==> config.mk <==
export PLATFORM = sky130hd
export DESIGN_NAME = otp_prot_bank
export DESIGN_NICKNAME = d
export VERILOG_FILES = /design/src/rtl/otp_pkg.sv /design/src/rtl/otp_busy_timer.sv /design/src/rtl/otp_word_store.sv /design/src/rtl/otp_lock_ctrl.sv /design/src/rtl/otp_prot_bank.sv
export SDC_FILE = /design/constraint.sdc
export NUM_CORES = 2
export LEC_CHECK = 0
export ABC_AREA = 1
export BUFFER_PORTS_ARGS = -buffer_cell sky130_fd_sc_hd__buf_4
export CAP_MARGIN = 10
export CELL_PAD_IN_SITES_DETAIL_PLACEMENT = 1
export CELL_PAD_IN_SITES_GLOBAL_PLACEMENT = 1
export CORE_MARGIN = 4
export CORE_UTILIZATION = 45
export DETAILED_ROUTE_END_ITERATION = 10
export PLACE_DENSITY = 0.86
export SYNTH_ARGS = -nofsm -noshare
export SYNTH_HDL_FRONTEND = slang
export SYNTH_SLANG_ARGS = --single-unit
==> constraint.sdc <==
create_clock -name clk -period 7.9 [get_ports clk]
set_input_delay 1.58 -clock clk [delete_from_list [all_inputs] [get_ports clk]]
set_output_delay 1.58 -clock clk [all_outputs]
set_load 0.1 [all_outputs]
==> src/rtl/otp_pkg.sv <==
package otp_pkg;
  typedef enum logic [1:0] {
    OP_READ  = 2'd0,
    OP_PROG  = 2'd1,
    OP_LOCK  = 2'd2,
    OP_CLEAR = 2'd3
  } otp_op_e;

  localparam int ST_READY  = 7;
  localparam int ST_LOCKED = 5;
  localparam int ST_FAIL   = 4;
  localparam int ST_NOPEN  = 3;
endpackage

==> src/rtl/otp_busy_timer.sv <==
module otp_busy_timer #(
  parameter int BUSY_CYCLES = 4
) (
  input  logic clk,
  input  logic rst_n,
  input  logic start,
  output logic idle
);
  localparam int CW = $clog2(BUSY_CYCLES + 1);

  logic [CW-1:0] cnt_q;

  always_ff @(posedge clk or negedge rst_n) begin
    if (!rst_n)             cnt_q <= '0;
    else if (start)         cnt_q <= CW'(BUSY_CYCLES);
    else if (cnt_q != '0)   cnt_q <= cnt_q - 1'b1;
  end

  assign idle = (cnt_q == '0);
endmodule

==> src/rtl/otp_word_store.sv <==
module otp_word_store #(
  parameter int NUM_REGS  = 17,
  parameter int WPR       = 8,
  parameter int WORD_BITS = 16,
  parameter int ADDR_W    = 8
) (
  input  logic                 clk,
  input  logic                 rst_n,
  input  logic                 we,
  input  logic [ADDR_W-1:0]    addr,
  input  logic [WORD_BITS-1:0] wdata,
  output logic [WORD_BITS-1:0] rdata
);
  localparam int WSEL_W = $clog2(WPR);
  localparam int RIDX_W = ADDR_W - WSEL_W;

  logic [RIDX_W-1:0] ridx;
  logic [WSEL_W-1:0] wsel;
  logic [NUM_REGS-1:0][WPR-1:0][WORD_BITS-1:0] all_q;

  assign ridx = addr[ADDR_W-1:WSEL_W];
  assign wsel = addr[WSEL_W-1:0];

  for (genvar r = 0; r < NUM_REGS; r++) begin : g_reg
    logic [WPR-1:0][WORD_BITS-1:0] cells_q;
    logic hit;
    assign hit = we && (ridx == RIDX_W'(r));

    // Flash-style: erased cells are 1, programming only clears bits.
    always_ff @(posedge clk or negedge rst_n) begin
      if (!rst_n)   cells_q <= '1;
      else if (hit) cells_q[wsel] <= cells_q[wsel] & wdata;
    end

    assign all_q[r] = cells_q;
  end

  always_comb begin
    rdata = '0;
    for (int r = 0; r < NUM_REGS; r++) begin
      for (int w = 0; w < WPR; w++) begin
        if (ridx == RIDX_W'(r) && wsel == WSEL_W'(w)) rdata = all_q[r][w];
      end
    end
  end
endmodule

==> src/rtl/otp_lock_ctrl.sv <==
module otp_lock_ctrl #(
  parameter int NUM_REGS  = 17,
  parameter int WPR       = 8,
  parameter int WORD_BITS = 16,
  parameter int ADDR_W    = 8
) (
  input  logic                 clk,
  input  logic                 rst_n,
  input  logic                 we_user,
  input  logic                 we_regs,
  input  logic [WORD_BITS-1:0] wdata,
  input  logic [ADDR_W-1:0]    addr,
  output logic [WORD_BITS-1:0] lock0_word,
  output logic [WORD_BITS-1:0] lock1_word,
  output logic                 seg_locked
);
  localparam int WSEL_W = $clog2(WPR);
  localparam int RIDX_W = ADDR_W - WSEL_W;
  localparam int NLK    = NUM_REGS - 1;

  logic             factory_lk;
  logic             user_lk_q;
  logic [NLK-1:0]   reg_lk_q;
  logic [RIDX_W-1:0] ridx;

  assign factory_lk = 1'b1;
  assign ridx       = addr[ADDR_W-1:WSEL_W];

  // Lock bits are set-only.
  always_ff @(posedge clk or negedge rst_n) begin
    if (!rst_n) begin
      user_lk_q <= 1'b0;
      reg_lk_q  <= '0;
    end else begin
      if (we_user) user_lk_q <= user_lk_q | wdata[1];
      if (we_regs) reg_lk_q  <= reg_lk_q | wdata[NLK-1:0];
    end
  end

  always_comb begin
    seg_locked = 1'b0;
    if (ridx == '0) begin
      seg_locked = addr[WSEL_W-1] ? user_lk_q : factory_lk;
    end else begin
      for (int k = 0; k < NLK; k++) begin
        if (ridx == RIDX_W'(k + 1)) seg_locked = reg_lk_q[k];
      end
    end
  end

  always_comb begin
    lock0_word           = '0;
    lock0_word[0]        = factory_lk;
    lock0_word[1]        = user_lk_q;
    lock1_word           = '0;
    lock1_word[NLK-1:0]  = reg_lk_q;
  end
endmodule

==> src/rtl/otp_prot_bank.sv <==
module otp_prot_bank
  import otp_pkg::*;
#(
  parameter int NUM_REGS    = 17,
  parameter int REG_BITS    = 128,
  parameter int WORD_BITS   = 16,
  parameter int ADDR_W      = 8,
  parameter int BUSY_CYCLES = 4
) (
  input  logic                 clk,
  input  logic                 rst_n,
  input  logic                 pgm_en,
  input  logic                 cmd_valid,
  output logic                 cmd_ready,
  input  logic [1:0]           cmd_op,
  input  logic [ADDR_W-1:0]    cmd_addr,
  input  logic [WORD_BITS-1:0] cmd_data,
  output logic                 rsp_valid,
  input  logic                 rsp_ready,
  output logic [WORD_BITS-1:0] rsp_data,
  output logic [7:0]           status
);
  localparam int WPR        = REG_BITS / WORD_BITS;
  localparam int DATA_WORDS = NUM_REGS * WPR;
  localparam int L0_ADDR    = DATA_WORDS;
  localparam int L1_ADDR    = DATA_WORDS + 1;

  otp_op_e op;
  logic accept, prog_like, busy_idle;
  logic in_data, at_l0, at_l1, range_ok, seg_locked;
  logic word_we, we_user, we_regs;
  logic [WORD_BITS-1:0] store_rd, lock0_word, lock1_word, rd_word;
  logic err_lock_q, err_fail_q, err_nopen_q;

  assign op        = otp_op_e'(cmd_op);
  assign accept    = cmd_valid && cmd_ready;
  assign prog_like = accept && (op == OP_PROG || op == OP_LOCK);
  assign in_data   = (cmd_addr < ADDR_W'(DATA_WORDS));
  assign at_l0     = (cmd_addr == ADDR_W'(L0_ADDR));
  assign at_l1     = (cmd_addr == ADDR_W'(L1_ADDR));
  assign range_ok  = (op == OP_PROG) ? in_data : (at_l0 || at_l1);

  assign word_we = prog_like && (op == OP_PROG) && pgm_en && in_data && !seg_locked;
  assign we_user = prog_like && (op == OP_LOCK) && pgm_en && at_l0;
  assign we_regs = prog_like && (op == OP_LOCK) && pgm_en && at_l1;

  otp_word_store #(
    .NUM_REGS(NUM_REGS), .WPR(WPR), .WORD_BITS(WORD_BITS), .ADDR_W(ADDR_W)
  ) store_i (
    .clk(clk), .rst_n(rst_n), .we(word_we), .addr(cmd_addr),
    .wdata(cmd_data), .rdata(store_rd)
  );

  otp_lock_ctrl #(
    .NUM_REGS(NUM_REGS), .WPR(WPR), .WORD_BITS(WORD_BITS), .ADDR_W(ADDR_W)
  ) lock_i (
    .clk(clk), .rst_n(rst_n), .we_user(we_user), .we_regs(we_regs),
    .wdata(cmd_data), .addr(cmd_addr), .lock0_word(lock0_word),
    .lock1_word(lock1_word), .seg_locked(seg_locked)
  );

  otp_busy_timer #(.BUSY_CYCLES(BUSY_CYCLES)) busy_i (
    .clk(clk), .rst_n(rst_n), .start(prog_like), .idle(busy_idle)
  );

  // Enable level is judged first, then range, then lock state.
  always_ff @(posedge clk or negedge rst_n) begin
    if (!rst_n) begin
      err_lock_q  <= 1'b0;
      err_fail_q  <= 1'b0;
      err_nopen_q <= 1'b0;
    end else if (accept && op == OP_CLEAR) begin
      err_lock_q  <= 1'b0;
      err_fail_q  <= 1'b0;
      err_nopen_q <= 1'b0;
    end else if (prog_like) begin
      if (!pgm_en) begin
        err_nopen_q <= 1'b1;
        err_fail_q  <= 1'b1;
      end else if (!range_ok) begin
        err_fail_q  <= 1'b1;
      end else if (op == OP_PROG && seg_locked) begin
        err_lock_q  <= 1'b1;
        err_fail_q  <= 1'b1;
      end
    end
  end

  always_comb begin
    if (in_data)    rd_word = store_rd;
    else if (at_l0) rd_word = lock0_word;
    else if (at_l1) rd_word = lock1_word;
    else            rd_word = '0;
  end

  // One-entry result stage; a drain and a new accept may share a cycle.
  assign cmd_ready = busy_idle && (!rsp_valid || rsp_ready);

  always_ff @(posedge clk or negedge rst_n) begin
    if (!rst_n) begin
      rsp_valid <= 1'b0;
      rsp_data  <= '0;
    end else if (accept && op == OP_READ) begin
      rsp_valid <= 1'b1;
      rsp_data  <= rd_word;
    end else if (rsp_ready) begin
      rsp_valid <= 1'b0;
    end
  end

  always_comb begin
    status            = '0;
    status[ST_READY]  = busy_idle;
    status[ST_LOCKED] = err_lock_q;
    status[ST_FAIL]   = err_fail_q;
    status[ST_NOPEN]  = err_nopen_q;
  end
endmodule

==> metrics <==
failing checks=setup timing; Setup CP Type=input pin to register; non-filler cells, final=17700; finished layout cell area=about 130000 µm²; total power draw=0.0251 W; Skew-Pair Late Insertion Delay=930 ps; final setup margin=-2350 ps; RSZ-0062 raised after global routing=true; VDD IR-drop max=184 µV; Initial Util=45.2%; switching share of power=about a quarter; Critical-path top delay cell=nand4_1; Crit path required time=between 8000 and 9000 ps; filler instances=29800; nets@finish=14200; Worst Path Max Fanout=15; number of buffers added on ports=52; Critical Path End Type=register; CTS sink cnt=2216; final slew viol count=0; drt drc=0; DR WL/cell=25.9 µm; worst slew pin tran=1270 ps; synthesis warning total=0; largest net degree at the start of global routing=~170; delay of the slowest critical-path stage=350 ps; Num CTS Buffers=about 240; R2R cell count=77; Fin Hold WS=367 ps; Layout Skew=roughly 63 ps; vias=111000; clk root buf=clkbuf_16; Via-to-Cell Ratio=6.27; switching power=0.00668 W; Final Critical Period=about 10000 ps; total core area=about 250000 µm²; Starting DRT DRC Count=11000; width of the die=508 µm; Min-Delay Path Class=register to register; vias in the first global route=roughly 120k; combinational share of power=about 7.7%; Routed WL=459000 µm; hold violation count in the final report=0; fmax=0.0975 GHz; Routed Antenna Nets=0; post-route clock period utilization=130%; maximum clock path buffer count=3; dpl cells=roughly 17000; pwr/cell area=between 150 and 200 nW/µm²; Post-synth EDFFs=0; top cells by area, synth=dfstp_2 51%, nand2_1 14%, o21ai_0 9.8%; Post-Synthesis Cells=about 14000; total gr overflow=0; Syn Area/Cell=between 8 and 9 µm²; die area=258000 µm²; status=complete, but fails checks; H-tree depth=4; layout overhead on the synthesized area=14.9%; Worst Hold Depth=0; number of antenna violations at the first check in global routing=14; CTS tree=yes; Final GP Congestion=0.900; placed cell areas=roughly 120000 µm²; layout cells sized above 1=around 27%; Top Metal Used=met5; Die Span Y=508 µm; Seq/Total Area, Yosys=51.7%; Slew HR=14.9%; Synth top area share=50.8%; asr flop ratio synth=100%; count of maximum capacitance violations=0; Synth cell types=36; routed wl met2=213000 µm; P_leak=45.3 nW; cell area after synthesis=113000 µm²; most frequent cells after synthesis=4325 x nand2_1, 2209 x o21ai_0, 2176 x dfstp_2; DR WL met3=38900 µm; first-pass GRT wire length=just over 700000 µm; Pre-antenna DRT Iters=6; clock slew at reported path FFs=60 ps; Setup TNS=-31890 ps; clock power share=46.4%; top cell type by total area after synthesis=dfstp_2; Startpoint Class=input pin; Std-Cell Rows=183; placed wire-length estimate=278000 µm; final setup fails=16; Primary FF master, synth=dfstp_2; most frequent cell after synthesis=nand2_1; CP most frequent cell=nand4_1; Flop pwr share=45.9%; worst path arrival time=11070 ps; M1 wire length=approximately 180000 µm; I/O pin cnt=57; Int Pwr=0.0184 W; Total GRT Usage=approximately a third; Yosys reg bits=2216
==> final timing paths <==
kind / slack [ps] / to / startpoint
max: -2350 / rsp_data[4]$_DFFE_PN0P_ / cmd_addr[5]
min: 370 / store_i.all_q[32]$_DFFE_PN1P_ / store_i.all_q[32]$_DFFE_PN1P_
max reg2reg: -1480 / rsp_data[13]$_DFFE_PN0P_ / store_i.all_q[13]$_DFFE_PN1P_
min reg2reg: 370 / store_i.all_q[32]$_DFFE_PN1P_ / store_i.all_q[32]$_DFFE_PN1P_
max in group asynchronous: 5320 / store_i.all_q[1313]$_DFFE_PN1P_ / rst_n
min in group asynchronous: 700 / rsp_data[0]$_DFFE_PN0P_ / rst_n
==> per-layer routing <==
layer / track usage, % / vias to the layer above
met5: 0 / -
met1: 42.5 / 56300
met2: 55.8 / 5448
met3: 7.26 / 1705
li1: - / 47600
met4: 21.8 / 8
==> cells in the final DEF, fill, tap and decap left out, types with 9 or more instances in the layout <==
| master | netlist | routed |
|---|---|---|
| clkbuf_1 | 912 | 56 |
| clkinv_1 | 10 | 10 |
| nand2_4 | 0 | 9 |
| inv_2 | 29 | 25 |
| a22oi_1 | 943 | 943 |
| diode_2 | 0 | 16 |
| nand2_2 | 4 | 49 |
| inv_1 | 750 | 745 |
| o22ai_1 | 15 | 15 |
| nand3_1 | 845 | 820 |
| buf_6 | 0 | 23 |
| dfstp_2 | 2176 | 2176 |
| o21ai_0 | 2209 | 2209 |
| nand3_2 | 0 | 23 |
| clkbuf_16 | 0 | 239 |
| clkinv_2 | 0 | 55 |
| o2111ai_1 | 123 | 123 |
| buf_12 | 0 | 48 |
| nor2_1 | 663 | 589 |
| dfrtp_1 | 40 | 40 |
| clkbuf_8 | 0 | 70 |
| nor2_4 | 2 | 14 |
| nor2_2 | 5 | 67 |
| nand4_1 | 430 | 430 |
| or2_0 | 10 | 10 |
| nor3_1 | 15 | 12 |
| buf_4 | 8 | 821 |
| bufinv_16 | 0 | 12 |
| or2_2 | 222 | 222 |
| nand2_1 | 4325 | 4270 |
| a21oi_1 | 180 | 176 |
==> area by class of cell <==
type | count | area, µm² | share of cell area (%)
tap | 3330 | 4170 | 3.22
sequential | 2216 | 58200 | 45.0
multi-input combinational | 10000 | 48300 | 37.4
antenna | 16 | 40.0 | 0.0310
timing repair buffer | 896 | 7460 | 5.77
inverter | 789 | 3000 | 2.32
clock buffer | 365 | 7150 | 5.53
clock inverter | 86 | 932 | 0.721
==> repair_timing <==
action / CTS / global route
hold buffers: 0 / 0
resized for setup: 173 / 56
setup buffers: 18 / 0
pin swaps: 131 / 62
endpoints found under the setup margin: 16 / 16
==> state kept, by name, indices dropped and copies added (netlist names) <==
register	cells
store_i.all_q	2176
err_fail_q	1
rsp_valid	1
lock_i.lock1_word	16
err_lock_q	1
rsp_data	16
busy_i.cnt_q	3
lock_i.user_lk_q	1
err_nopen_q	1
==> stage by stage <==
stage / setup WS, ps / utilization [%]
after floorplan: 681 / -
after global placement: -3570 / 48.3
after detailed placement: -3620 / 48.3
after CTS: -2140 / 51.9
after global routing: -3060 / 52.0
final: -2350 / 52.0
==> kinds of logic (layout without fill, tap and decap cells) <==
logic type	count (synthesis)	after routing	share of synthesized area, %
AND/OR/NAND/NOR	6533	6533	24.3
AO/OA/AOI/OAI	3479	3479	18.0
flip-flops	2216	2216	51.7
buffers and inverters	1758	2136	5.90
adder cells (fa/ha/maj)	6	6	0.0667
other	1	20	0.00333
XOR/XNOR	1	1	0.00779
==> worst max-delay path: cells and delay by family <==
family / cells / cell delay [ps]
buffers and inverters: 10 / 1180
and+or+nand+nor: 75 / 8250
==> power by group through the flow <==
| stage | Combinational [W] | Sequential (W) | Clock [W] |
|---|---|---|---|
| 2_1_floorplan | 0.000684 | 0.0119 | 0 |
| 3_3_place_gp | 0.00183 | 0.0117 | 0 |
| 3_5_place_dp | 0.00185 | 0.0117 | 0 |
| 4_1_cts | 0.00188 | 0.0115 | 0.0117 |
| 5_1_grt | 0.00200 | 0.0115 | 0.0122 |
| 6_report | 0.00192 | 0.0115 | 0.0117 |
Note: power is estimated with default switching activity, not from simulation.
